## config.mk

```make
export PLATFORM = sky130hd
export DESIGN_NAME = sec_dport
export DESIGN_NICKNAME = d
export VERILOG_FILES = /design/src/rtl/sec_dport_pkg.sv /design/src/rtl/sec_dport_fifo.sv /design/src/rtl/sec_dport_ctrl.sv /design/src/rtl/sec_dport.sv
export SDC_FILE = /design/constraint.sdc
export NUM_CORES = 1
export LEC_CHECK = 0
export BUFFER_PORTS_ARGS = -buffer_cell sky130_fd_sc_hd__buf_2
export CAP_MARGIN = 15
export CORE_UTILIZATION = 60
export DETAILED_ROUTE_END_ITERATION = 7
export PLACE_DENSITY_LB_ADDON = 0.25
export SETUP_SLACK_MARGIN = 0.4
export SLEW_MARGIN = 10
export SYNTH_ARGS = -nofsm -noshare
export SYNTH_HDL_FRONTEND = slang
export SYNTH_SLANG_ARGS = --single-unit
export TNS_END_PERCENT = 30
```

## constraint.sdc

```tcl
create_clock -name clk -period 4.59 [get_ports clk]
set_clock_uncertainty 0.2 [all_clocks]
set_input_delay 0.6885 -clock clk [delete_from_list [all_inputs] [get_ports clk]]
set_output_delay 0.6885 -clock clk [all_outputs]
set_load 0.02 [all_outputs]
```

## src/rtl/sec_dport_pkg.sv

```systemverilog
package sec_dport_pkg;
   typedef enum logic [1:0] {
      OFS_TXQ  = 2'd0,
      OFS_RXQ  = 2'd1,
      OFS_STAT = 2'd2,
      OFS_CTRL = 2'd3
   } dport_ofs_e;

   // control byte bit positions
   localparam int CTL_WAKE  = 0;
   localparam int CTL_LP    = 1;
   localparam int CTL_CLR   = 2;
   localparam int CTL_IMASK = 6;
   localparam logic [7:0] CTL_KEEP = 8'h43;

   // status byte bit positions
   localparam int ST_TXE  = 0;
   localparam int ST_LPA  = 1;
   localparam int ST_FOK  = 2;
   localparam int ST_TOK  = 3;
   localparam int ST_IRQ  = 6;
   localparam int ST_RDA  = 7;
endpackage

```

## src/rtl/sec_dport_fifo.sv

```systemverilog
module sec_dport_fifo #(
   parameter int W     = 8,
   parameter int DEPTH = 16,
   localparam int AW   = (DEPTH > 1) ? $clog2(DEPTH) : 1,
   localparam int CW   = $clog2(DEPTH + 1)
) (
   input  logic          clk,
   input  logic          rst_n,
   input  logic          clr,
   input  logic          push,
   input  logic [W-1:0]  din,
   input  logic          pop,
   output logic [W-1:0]  head,
   output logic          empty,
   output logic          full,
   output logic [CW-1:0] count
);
   generate
      if (DEPTH < 2) begin : g_bad_depth
         $error("sec_dport_fifo: DEPTH must be at least 2");
      end
   endgenerate

   logic [W-1:0]  mem [DEPTH];
   logic [AW-1:0] wr_ptr, rd_ptr, wr_nxt, rd_nxt;
   logic          push_ok, pop_ok;

   assign empty   = (count == '0);
   assign full    = (count == CW'(DEPTH));
   assign push_ok = push & ~full;
   assign pop_ok  = pop & ~empty;
   assign head    = mem[rd_ptr];

   generate
      if ((1 << AW) == DEPTH) begin : g_pow2
         assign wr_nxt = wr_ptr + 1'b1;
         assign rd_nxt = rd_ptr + 1'b1;
      end else begin : g_mod
         assign wr_nxt = (wr_ptr == AW'(DEPTH - 1)) ? '0 : wr_ptr + 1'b1;
         assign rd_nxt = (rd_ptr == AW'(DEPTH - 1)) ? '0 : rd_ptr + 1'b1;
      end
   endgenerate

   always_ff @(posedge clk) begin
      if (push_ok) mem[wr_ptr] <= din;
   end

   always_ff @(posedge clk or negedge rst_n) begin
      if (!rst_n) begin
         wr_ptr <= '0;
         rd_ptr <= '0;
         count  <= '0;
      end else if (clr) begin
         wr_ptr <= '0;
         rd_ptr <= '0;
         count  <= '0;
      end else begin
         if (push_ok) wr_ptr <= wr_nxt;
         if (pop_ok)  rd_ptr <= rd_nxt;
         case ({push_ok, pop_ok})
            2'b10:   count <= count + 1'b1;
            2'b01:   count <= count - 1'b1;
            default: count <= count;
         endcase
      end
   end

   // occupancy never passes the depth
   a_r3_no_overflow: assert property (@(posedge clk) disable iff (!rst_n)
      count <= CW'(DEPTH));
   // a push into a full queue without a pop leaves it unchanged
   a_r3_full_drop: assert property (@(posedge clk) disable iff (!rst_n)
      (push && full && !pop && !clr) |=> $stable(count) && $stable(wr_ptr));
   // a pop of an empty queue moves no pointer
   a_r4_empty_pop: assert property (@(posedge clk) disable iff (!rst_n)
      (pop && empty && !push && !clr) |=> (count == '0) && $stable(rd_ptr));
endmodule

```

## src/rtl/sec_dport_ctrl.sv

```systemverilog
module sec_dport_ctrl
   import sec_dport_pkg::*;
(
   input  logic       clk,
   input  logic       rst_n,
   input  logic       ctl_we,
   input  logic [7:0] ctl_wdata,
   input  logic       err_evt,
   input  logic       irq_evt,
   input  logic       stat_rd,
   input  logic       txq_empty,
   input  logic       txq_full,
   input  logic       rxq_avail,
   output logic [7:0] ctl_q,
   output logic       soft_clr,
   output logic       lp_active,
   output logic       irq_pend,
   output logic [7:0] stat_byte
);
   logic err_q;

   assign soft_clr  = ctl_we & ctl_wdata[CTL_CLR];
   assign lp_active = ctl_q[CTL_LP] & ~ctl_q[CTL_WAKE];

   always_ff @(posedge clk or negedge rst_n) begin
      if (!rst_n) begin
         ctl_q    <= '0;
         err_q    <= 1'b0;
         irq_pend <= 1'b0;
      end else begin
         if (ctl_we) ctl_q <= ctl_wdata & CTL_KEEP;
         if (soft_clr)     err_q <= 1'b0;
         else if (err_evt) err_q <= 1'b1;
         if (soft_clr)     irq_pend <= 1'b0;
         else if (irq_evt) irq_pend <= 1'b1;
         else if (stat_rd) irq_pend <= 1'b0;
      end
   end

   always_comb begin
      stat_byte         = '0;
      stat_byte[ST_TXE] = txq_empty;
      stat_byte[ST_LPA] = lp_active;
      stat_byte[ST_FOK] = ~err_q;
      stat_byte[ST_TOK] = ~txq_full;
      stat_byte[ST_IRQ] = irq_pend;
      stat_byte[ST_RDA] = rxq_avail;
   end

   // the error flag is sticky until a clear command
   a_r4_err_sticky: assert property (@(posedge clk) disable iff (!rst_n)
      (err_q && !soft_clr) |=> err_q);
   // a clear command drops both sticky flags
   a_r9_flags_clear: assert property (@(posedge clk) disable iff (!rst_n)
      soft_clr |=> (!err_q && !irq_pend));
endmodule

```

## src/rtl/sec_dport.sv

```systemverilog
module sec_dport
   import sec_dport_pkg::*;
#(
   parameter int         DEPTH      = 16,
   parameter logic [7:0] DRAIN_CODE = 8'hFF,
   parameter logic [7:0] EMPTY_CODE = 8'h00,
   localparam int        CW         = $clog2(DEPTH + 1)
) (
   input  logic       clk,
   input  logic       rst_n,
   input  logic       cs,
   input  logic       wr,
   input  logic [1:0] addr,
   input  logic [7:0] wdata,
   output logic [7:0] rdata,
   output logic       irq,
   output logic [7:0] dev_out_data,
   output logic       dev_out_avail,
   input  logic       dev_out_take,
   input  logic [7:0] dev_in_data,
   input  logic       dev_in_push,
   output logic       dev_in_room
);
   generate
      if (CW > 8) begin : g_bad_count
         $error("sec_dport: DEPTH too large for a byte-wide fill count");
      end
   endgenerate

   logic          wr_evt, rd_evt;
   logic          txq_push, txq_pop, rxq_push, rxq_pop;
   logic          txq_empty, txq_full, rxq_empty, rxq_full;
   logic [7:0]    txq_head, rxq_head;
   logic [CW-1:0] txq_cnt, rxq_cnt;
   logic [7:0]    ctl_q, stat_byte;
   logic          soft_clr, lp_active, irq_pend;
   logic          err_evt, irq_evt, stat_rd;
   logic [7:0]    rd_mux;

   assign wr_evt   = cs & wr;
   assign rd_evt   = cs & ~wr;
   assign txq_push = wr_evt & (addr == OFS_TXQ);
   assign rxq_pop  = rd_evt & (addr == OFS_RXQ);
   assign stat_rd  = rd_evt & (addr == OFS_STAT);

   assign dev_out_avail = ~txq_empty & ~lp_active;
   assign dev_in_room   = ~rxq_full & ~lp_active;
   assign dev_out_data  = txq_head;
   assign txq_pop       = dev_out_take & dev_out_avail;
   assign rxq_push      = dev_in_push & dev_in_room;

   assign err_evt = (txq_push & txq_full) | (rxq_pop & rxq_empty);
   assign irq_evt = rxq_push;
   assign irq     = irq_pend & ~ctl_q[CTL_IMASK];

   sec_dport_fifo #(.W(8), .DEPTH(DEPTH)) u_txq (
      .clk(clk), .rst_n(rst_n), .clr(soft_clr),
      .push(txq_push), .din(wdata), .pop(txq_pop),
      .head(txq_head), .empty(txq_empty), .full(txq_full), .count(txq_cnt)
   );

   sec_dport_fifo #(.W(8), .DEPTH(DEPTH)) u_rxq (
      .clk(clk), .rst_n(rst_n), .clr(soft_clr),
      .push(rxq_push), .din(dev_in_data), .pop(rxq_pop),
      .head(rxq_head), .empty(rxq_empty), .full(rxq_full), .count(rxq_cnt)
   );

   sec_dport_ctrl u_ctrl (
      .clk(clk), .rst_n(rst_n),
      .ctl_we(wr_evt & (addr == OFS_CTRL)), .ctl_wdata(wdata),
      .err_evt(err_evt), .irq_evt(irq_evt), .stat_rd(stat_rd),
      .txq_empty(txq_empty), .txq_full(txq_full), .rxq_avail(~rxq_empty),
      .ctl_q(ctl_q), .soft_clr(soft_clr), .lp_active(lp_active),
      .irq_pend(irq_pend), .stat_byte(stat_byte)
   );

   always_comb begin
      case (addr)
         OFS_TXQ:  rd_mux = txq_empty ? DRAIN_CODE : 8'(txq_cnt);
         OFS_RXQ:  rd_mux = rxq_empty ? EMPTY_CODE : rxq_head;
         OFS_STAT: rd_mux = stat_byte;
         default:  rd_mux = ctl_q;
      endcase
   end

   always_ff @(posedge clk or negedge rst_n) begin
      if (!rst_n)      rdata <= '0;
      else if (rd_evt) rdata <= rd_mux;
   end

   // read data moves only on a read access
   a_r1_rdata_hold: assert property (@(posedge clk) disable iff (!rst_n)
      !rd_evt |=> $stable(rdata));
   // low power freezes the device stream
   a_r7_lp_stall: assert property (@(posedge clk) disable iff (!rst_n)
      lp_active |-> (!dev_out_avail && !dev_in_room));
   // a masked interrupt never reaches the pin
   a_r8_irq_mask: assert property (@(posedge clk) disable iff (!rst_n)
      ctl_q[CTL_IMASK] |-> !irq);
   // the clear command empties both queues at its edge
   a_r9_soft_clr: assert property (@(posedge clk) disable iff (!rst_n)
      soft_clr |=> (txq_cnt == '0 && rxq_cnt == '0));
endmodule

```

; After elaboration in Yosys (flattened, before gate mapping)
; Memories as Yosys holds them, arrays and structs flattened.
; Cells that the tools add are included.
[classes]
n_addsub = 8
n_reduce_logical = 11
bitwise = 29
mux = 24
eq_ne = 9
[ops]
columns = operator, count
row1 = $mux 4, 8
row2 = $pmux 8 s3, 1
row3 = $pmux 5 s2, 2
row4 = $and 1x1->1, 19
row5 = $add 4x1->4 const B, 4
row6 = $mux 8, 2
row7 = $add 5x1->5 const B, 2
row8 = $eq 5x5->1 const B, 2
row9 = $logic_not 5->1, 2
row10 = $mux 5, 2
row11 = $reduce_bool 2->1, 5
row12 = $sub 5x1->5 const B, 2
row13 = $mux 1, 9
row14 = $not 1->1, 9
row15 = $reduce_bool 3->1, 3
row16 = $eq 2x2->1 const B, 4
row17 = $eq 2x1->1 const B, 3
row18 = $logic_not 2->1, 1
row19 = $or 1x1->1, 1
[totals]
ramBits = 256
mem_count = 2
out_inout_bits = 19
reg_bits = 39
[memory_table]
columns = memory, depth, word_bits, read_ports, rd_ports_with_merged_regs, write_ports, line_no
row1 = u_rxq.mem, 16, 8, 1, 0, 1, sec_dport_fifo.sv:24  ; logic [W-1:0] mem [DEPTH];
row2 = u_txq.mem, 16, 8, 1, 0, 1, sec_dport_fifo.sv:24

; Logic depth before layout (Yosys ltp)
[depth]
ltp_word = 9
mapped_depth = 13

; Cells and area by module
; A second synthesis with hierarchy kept.
[unflattened]
hier_cells = 724
area_unflattened_um2 = 12766.0
[modules_own_cells]
columns = mod, area_per_inst_um2, cells_per_inst, seq_area_each_um2, instances
row1 = sec_dport_fifo, 5908.2, 310, 4169.0, 2
row2 = sec_dport, 659.4, 75, 200.2, 1
row3 = sec_dport_ctrl, 290.3, 29, 125.1, 1

; Worst setup path before layout
; OpenSTA, ideal clock, no wires.
[synth_path]
path_kind = register to register
startpoint = register u_rxq.count[1]
endpoint = register u_rxq.count[4]
stages_incl_launch_ff = 14
synth_period_minus_slack_ns = 3.129
path_slack_ns = 1.461
setup_ns = 0.137
required_ns = 4.253
n_path_buf = 2
t_arrival_ns = 2.792
cell_sequence = dfrtp_1 buf_6 or4_4 o211a_1 clkinv_1 ha_1 clkbuf_1 xor2_1 ha_1 and3b_1 o21ai_0 a31oi_1 xnor2_1 nor2_1
[synth_via]
elab_chain_len = 8
word_cells_on_any_way = 15
cone_classes = 2 x add/sub / 3 x eq/ne / 2 x mux / 6 x bitwise / 2 x reduce/logical
[synth_rtl]
columns = element, line_no
row1 = start: declaration, sec_dport_fifo.sv:16  ; output logic [CW-1:0] count
row2 = start signal: assignment, sec_dport_fifo.sv:61  ; 2'b10: count <= count + 1'b1;
row3 = start signal: assignment, sec_dport_fifo.sv:62  ; 2'b01: count <= count - 1'b1;
row4 = start signal: assignment, sec_dport_fifo.sv:63  ; default: count <= count;
row5 = $eq 5x5->1, sec_dport_fifo.sv:29  ; assign full = (count == CW'(DEPTH));
row6 = $not 1->1, "sec_dport_fifo.sv:30, sec_dport.sv:47"
row7 = $and 1x1->1, sec_dport.sv:47  ; assign dev_in_room = ~rxq_full & ~lp_active;
row8 = $and 1x1->1, sec_dport.sv:50  ; assign rxq_push = dev_in_push & dev_in_room;
row9 = $and 1x1->1, sec_dport_fifo.sv:30  ; assign push_ok = push & ~full;
row10 = $eq 2x1->1 or $eq 2x2->1 (tied branches), sec_dport_fifo.sv:60  ; case ({push_ok, pop_ok})
row11 = $pmux 5 s2, sec_dport_fifo.sv:60
row12 = $mux 5, sec_dport_fifo.sv:53  ; end else if (clr) begin
; Several ways; a longest one is shown, not always the timed one.
; A chain may end at the register's enable or synchronous reset.

; Worst setup path in the final report
[layout_path]
startpoint = register u_txq.rd_ptr[1]
endpoint = output dev_out_data[1]
[layout_via]
elab_chain_len = 1
[layout_rtl]
columns = element, line_no
row1 = start: declaration, sec_dport_fifo.sv:25  ; logic [AW-1:0] wr_ptr, rd_ptr, wr_nxt, rd_nxt;
row2 = start signal: assignment, sec_dport_fifo.sv:59  ; if (pop_ok) rd_ptr <= rd_nxt;
row3 = $mem_v2 16x8, --
row4 = end: declaration, sec_dport.sv:17  ; output logic [7:0] dev_out_data,
; Every way passes these cells.

==> summary.txt <==
Synth
  – #FFs+latches synth: 295
  – Yosys Warn Count: 0
  – Distinct cells, synth: 55
  – Ys async rst share: 13.2%
  – Seq/Total Area, Yosys: 70.6%
  – Post-synth EDFFs: 256
  – Ys flop type: edfxtp_1
  – Syn Inst Count: 677
  – Post-Syn Area: 12,300 um2
  – Post-Syn Nets: 717
  – Mapped Avg Cell Area: 18.1 um2

Power and ir drop
  – Max IR drop VDD: 379 uV
  – Comb power frac: 25.2%
  – Leak Pwr: 4.59 nW
  – Sw Share: 30.0%
  – Power Dens Cells: 571 nW/um2
  – Seq pwr share: 45.7%
  – Net Switching: 0.00234 W
  – Internal power: 0.00544 W
  – Clock share of power: 29.1%

Worst setup path
  – Critical path required time: 3700 ps
  – Critical path fanouts, max: 19
  – Worst path arrival time: 2920 ps
  – Most Frequent Cell on Critical Path: mux4_2
  – Crit path cell chain: buf_4 -> mux4_2 -> mux4_2 -> buf_2
  – Startpoint Class: register
  – R2R Path End: u_rxq.count[2]
  – Path type of the worst setup path: reg -> out
  – FF-to-FF path depth: 10
  – Worst path max stage delay: 860 ps
  – CP Capture Type: output pin
  – R2R Setup Slk: 1150 ps
  – Slowest-stage cell, CP: dfrtp_1
  – CP top delay family: multiplexers
  – Crit path buffers/inverters: 2
  – Reg2reg start: u_rxq.count[1]

Route
  – Vias/cell: 6.47
  – # DRC: 0
  – Wirelength, routed: 25,600 um
  – Detail Route Antenna Nets: 0
  – DRT iter0 DRCs: 655
  – Overall via count from detail_route: 6,517
  – First-pass iteration count of the detailed router: 5
  – Wire length per cell: 25.3 um

Place
  – Number of port buffers: 42
  – Placer Congestion: 0.901
  – Placed insts: 955
  – DP HPWL: 15,600 um

Global route
  – Initial antenna violation count: 0
  – GR Overflow Total: 0
  – Global-route wire length before repair: 39,600 um
  – GRT Overall Usage: 25.3%
  – Largest net degree at the start of global routing: 40
  – Vias in the first global route: 6,701

Final layout
  – Fin nets: 761
  – Final cell count without fillers: 1,008
  – Fillers: 1,241
  – Area Overhead vs Synth: 11.1%
  – Ratio of cells with drive above 1 in the final layout: 23.4%
  – Diode count: 0

STA
  – Fmax: 0.263 GHz
  – Final Hold Fails: 0
  – Setup_tns: 0 ps
  – RSZ-0062 raised after global routing: no
  – Worst Max-Slew Pin Slew: 1070 ps
  – Final Critical Period: 3810 ps
  – Max_slew headroom: 28.4%
  – Final Cycle Share: 83.0%
  – Pins Over Slew Limit: 0
  – Setup-failing EPs final: 0

Clocking
  – CTS tree: built
  – Root Buffer: clkbuf_16
  – H-tree depth: 1
  – CTS buffer count: 28
  – Clock Path Buffers: 3
  – # hold bufs at CTS: 0
  – Skew-Pair Late Insertion Delay: 520 ps
  – TritonCTS Sinks: 295
  – Clk slew on worst S/H paths: 60 ps
  – Setup bufs post-CTS: 0
  – Post-CTS Resized: 0

Die
  – Rows: 51
  – Die Span Y: 145 um
  – Core area: 19,700 um2
  – Die X: 145 um
  – I/O pin total: 43
  – Die ar.: 21,000 um2
  – Initial Utilization: 62.2%

Job
  – Max_cap viols: 0

Run status
  – Outcome: completed

Worst hold path
  – Worst min path class: in -> async
flip-flops by register name, summed over array words and instances (netlist names):
register         cells
rdata                8
u_rxq.rd_ptr         4
u_rxq.wr_ptr         4
u_txq.wr_ptr         4
u_ctrl.err_q         1
u_rxq.mem          128
u_ctrl.ctl_q         3
u_ctrl.irq_pend      1
u_rxq.count          5
u_txq.count          5
u_txq.rd_ptr         4
u_txq.mem          128
power by group through the flow:
stage | Sequential, W | Combinational [W] | Clock [W]
floorplan | 0.00332 | 0.00166 | 0
global placement | 0.00357 | 0.00189 | 0
detailed placement | 0.00360 | 0.00194 | 0
CTS | 0.00355 | 0.00197 | 0.00229
global route | 0.00359 | 0.00212 | 0.00239
finish | 0.00355 | 0.00196 | 0.00226
cell families after synthesis:
| family | count (synthesis) | share of synthesized area, % |
|---|---|---|
| AOI/OAI and AO/OA | 60 | 3.34 |
| and+or+nand+nor | 135 | 5.77 |
| adders and majority gates | 16 | 1.63 |
| xor gates and xnor gates | 21 | 1.50 |
| DFF | 295 | 70.6 |
| buffers and inverters | 54 | 1.92 |
| muxes | 96 | 15.2 |
synthesized netlist by cell type (7+ instances only):
cell type	instances	area [um2]
a21oi_1	15	75.1
and2_1	20	125
buf_2	16	80.1
clkbuf_1	18	67.6
dfrtp_1	39	976
edfxtp_1	256	7690
ha_1	16	200
inv_1	13	48.8
mux2i_1	21	210
mux4_2	72	1620
nand2_1	12	45.0
nor2_1	49	184
nor2b_1	7	43.8
nor3_1	9	45.0
nor4_1	7	43.8
o21ai_0	15	75.1
xnor2_1	8	70.1
xor2_1	13	114
placed cells by master (no fill, tap or decap), types with 7 or more instances in the layout:
master,instances
a21oi_1,15
and2_1,20
buf_2,42
buf_4,11
clkbuf_1,10
clkbuf_16,29
clkinv_1,7
dfrtp_1,37
edfxtp_1,256
ha_1,16
inv_1,13
mux2i_1,21
mux4_2,72
nand2_1,12
nor2_1,48
nor2b_1,7
nor3_1,9
nor4_1,7
o21ai_0,15
xnor2_1,8
xor2_1,13
layout make-up:
| cell class | count | area, um2 | share of cell area, % |
|---|---|---|---|
| tap | 265 | 332 | 2.43 |
| timing repair buffer | 54 | 304 | 2.23 |
| multi-input combinational | 328 | 3370 | 24.8 |
| clock inverter | 13 | 138 | 1.01 |
| sequential | 295 | 8670 | 63.6 |
| clock buffer | 39 | 763 | 5.60 |
| inverter | 14 | 52.6 | 0.386 |
stage by stage:
| stage | util [%] | power, W | hold slack (ps) | setup slack [ps] | instance area, um2 |
|---|---|---|---|---|---|
| 5_1_grt | 69.1 | 0.00810 | 141 | 674 | 13600 |
| 3_5_place_dp | 64.5 | 0.00554 | 275 | 1050 | 12700 |
| 3_3_place_gp | 64.5 | 0.00546 | 274 | 1230 | 12700 |
| 2_1_floorplan | - | 0.00497 | 193 | 1460 | 12300 |
| 6_report | 69.1 | 0.00778 | 73.9 | 782 | 13600 |
| 4_1_cts | 69.1 | 0.00781 | 99.0 | 760 | 13600 |
worst register-to-register path: stages, from the launching register on:
cell and delay (ps):
dfrtp_1 470, or4_4 610, o211a_1 330, clkinv_1 240, ha_1 400, xor2_1 210, ha_1 220, a21oi_1 60
xor2_1 160, or3_1 320, a21oi_1 150
layer usage:
layer	global-route usage [%]	vias up	share of wire, %
li1	-	2775	-
met1	36.4	3354	40
met2	40.8	340	49
met3	3.90	48	8.4
met4	7.34	0	2.1
met5	0	-	0
worst max path at each step:
stage	from	endpoint	cells after the start
after floorplan	u_rxq.count[1]	u_rxq.count[4]	13
after global placement	cs	u_txq.count[4]	13
after detailed placement	cs	u_txq.count[4]	13
after CTS	u_txq.rd_ptr[1]	dev_out_data[2]	4
after global routing	u_txq.rd_ptr[1]	dev_out_data[1]	4
final	u_txq.rd_ptr[1]	dev_out_data[1]	4
Note: power is estimated with default switching activity, not from simulation.
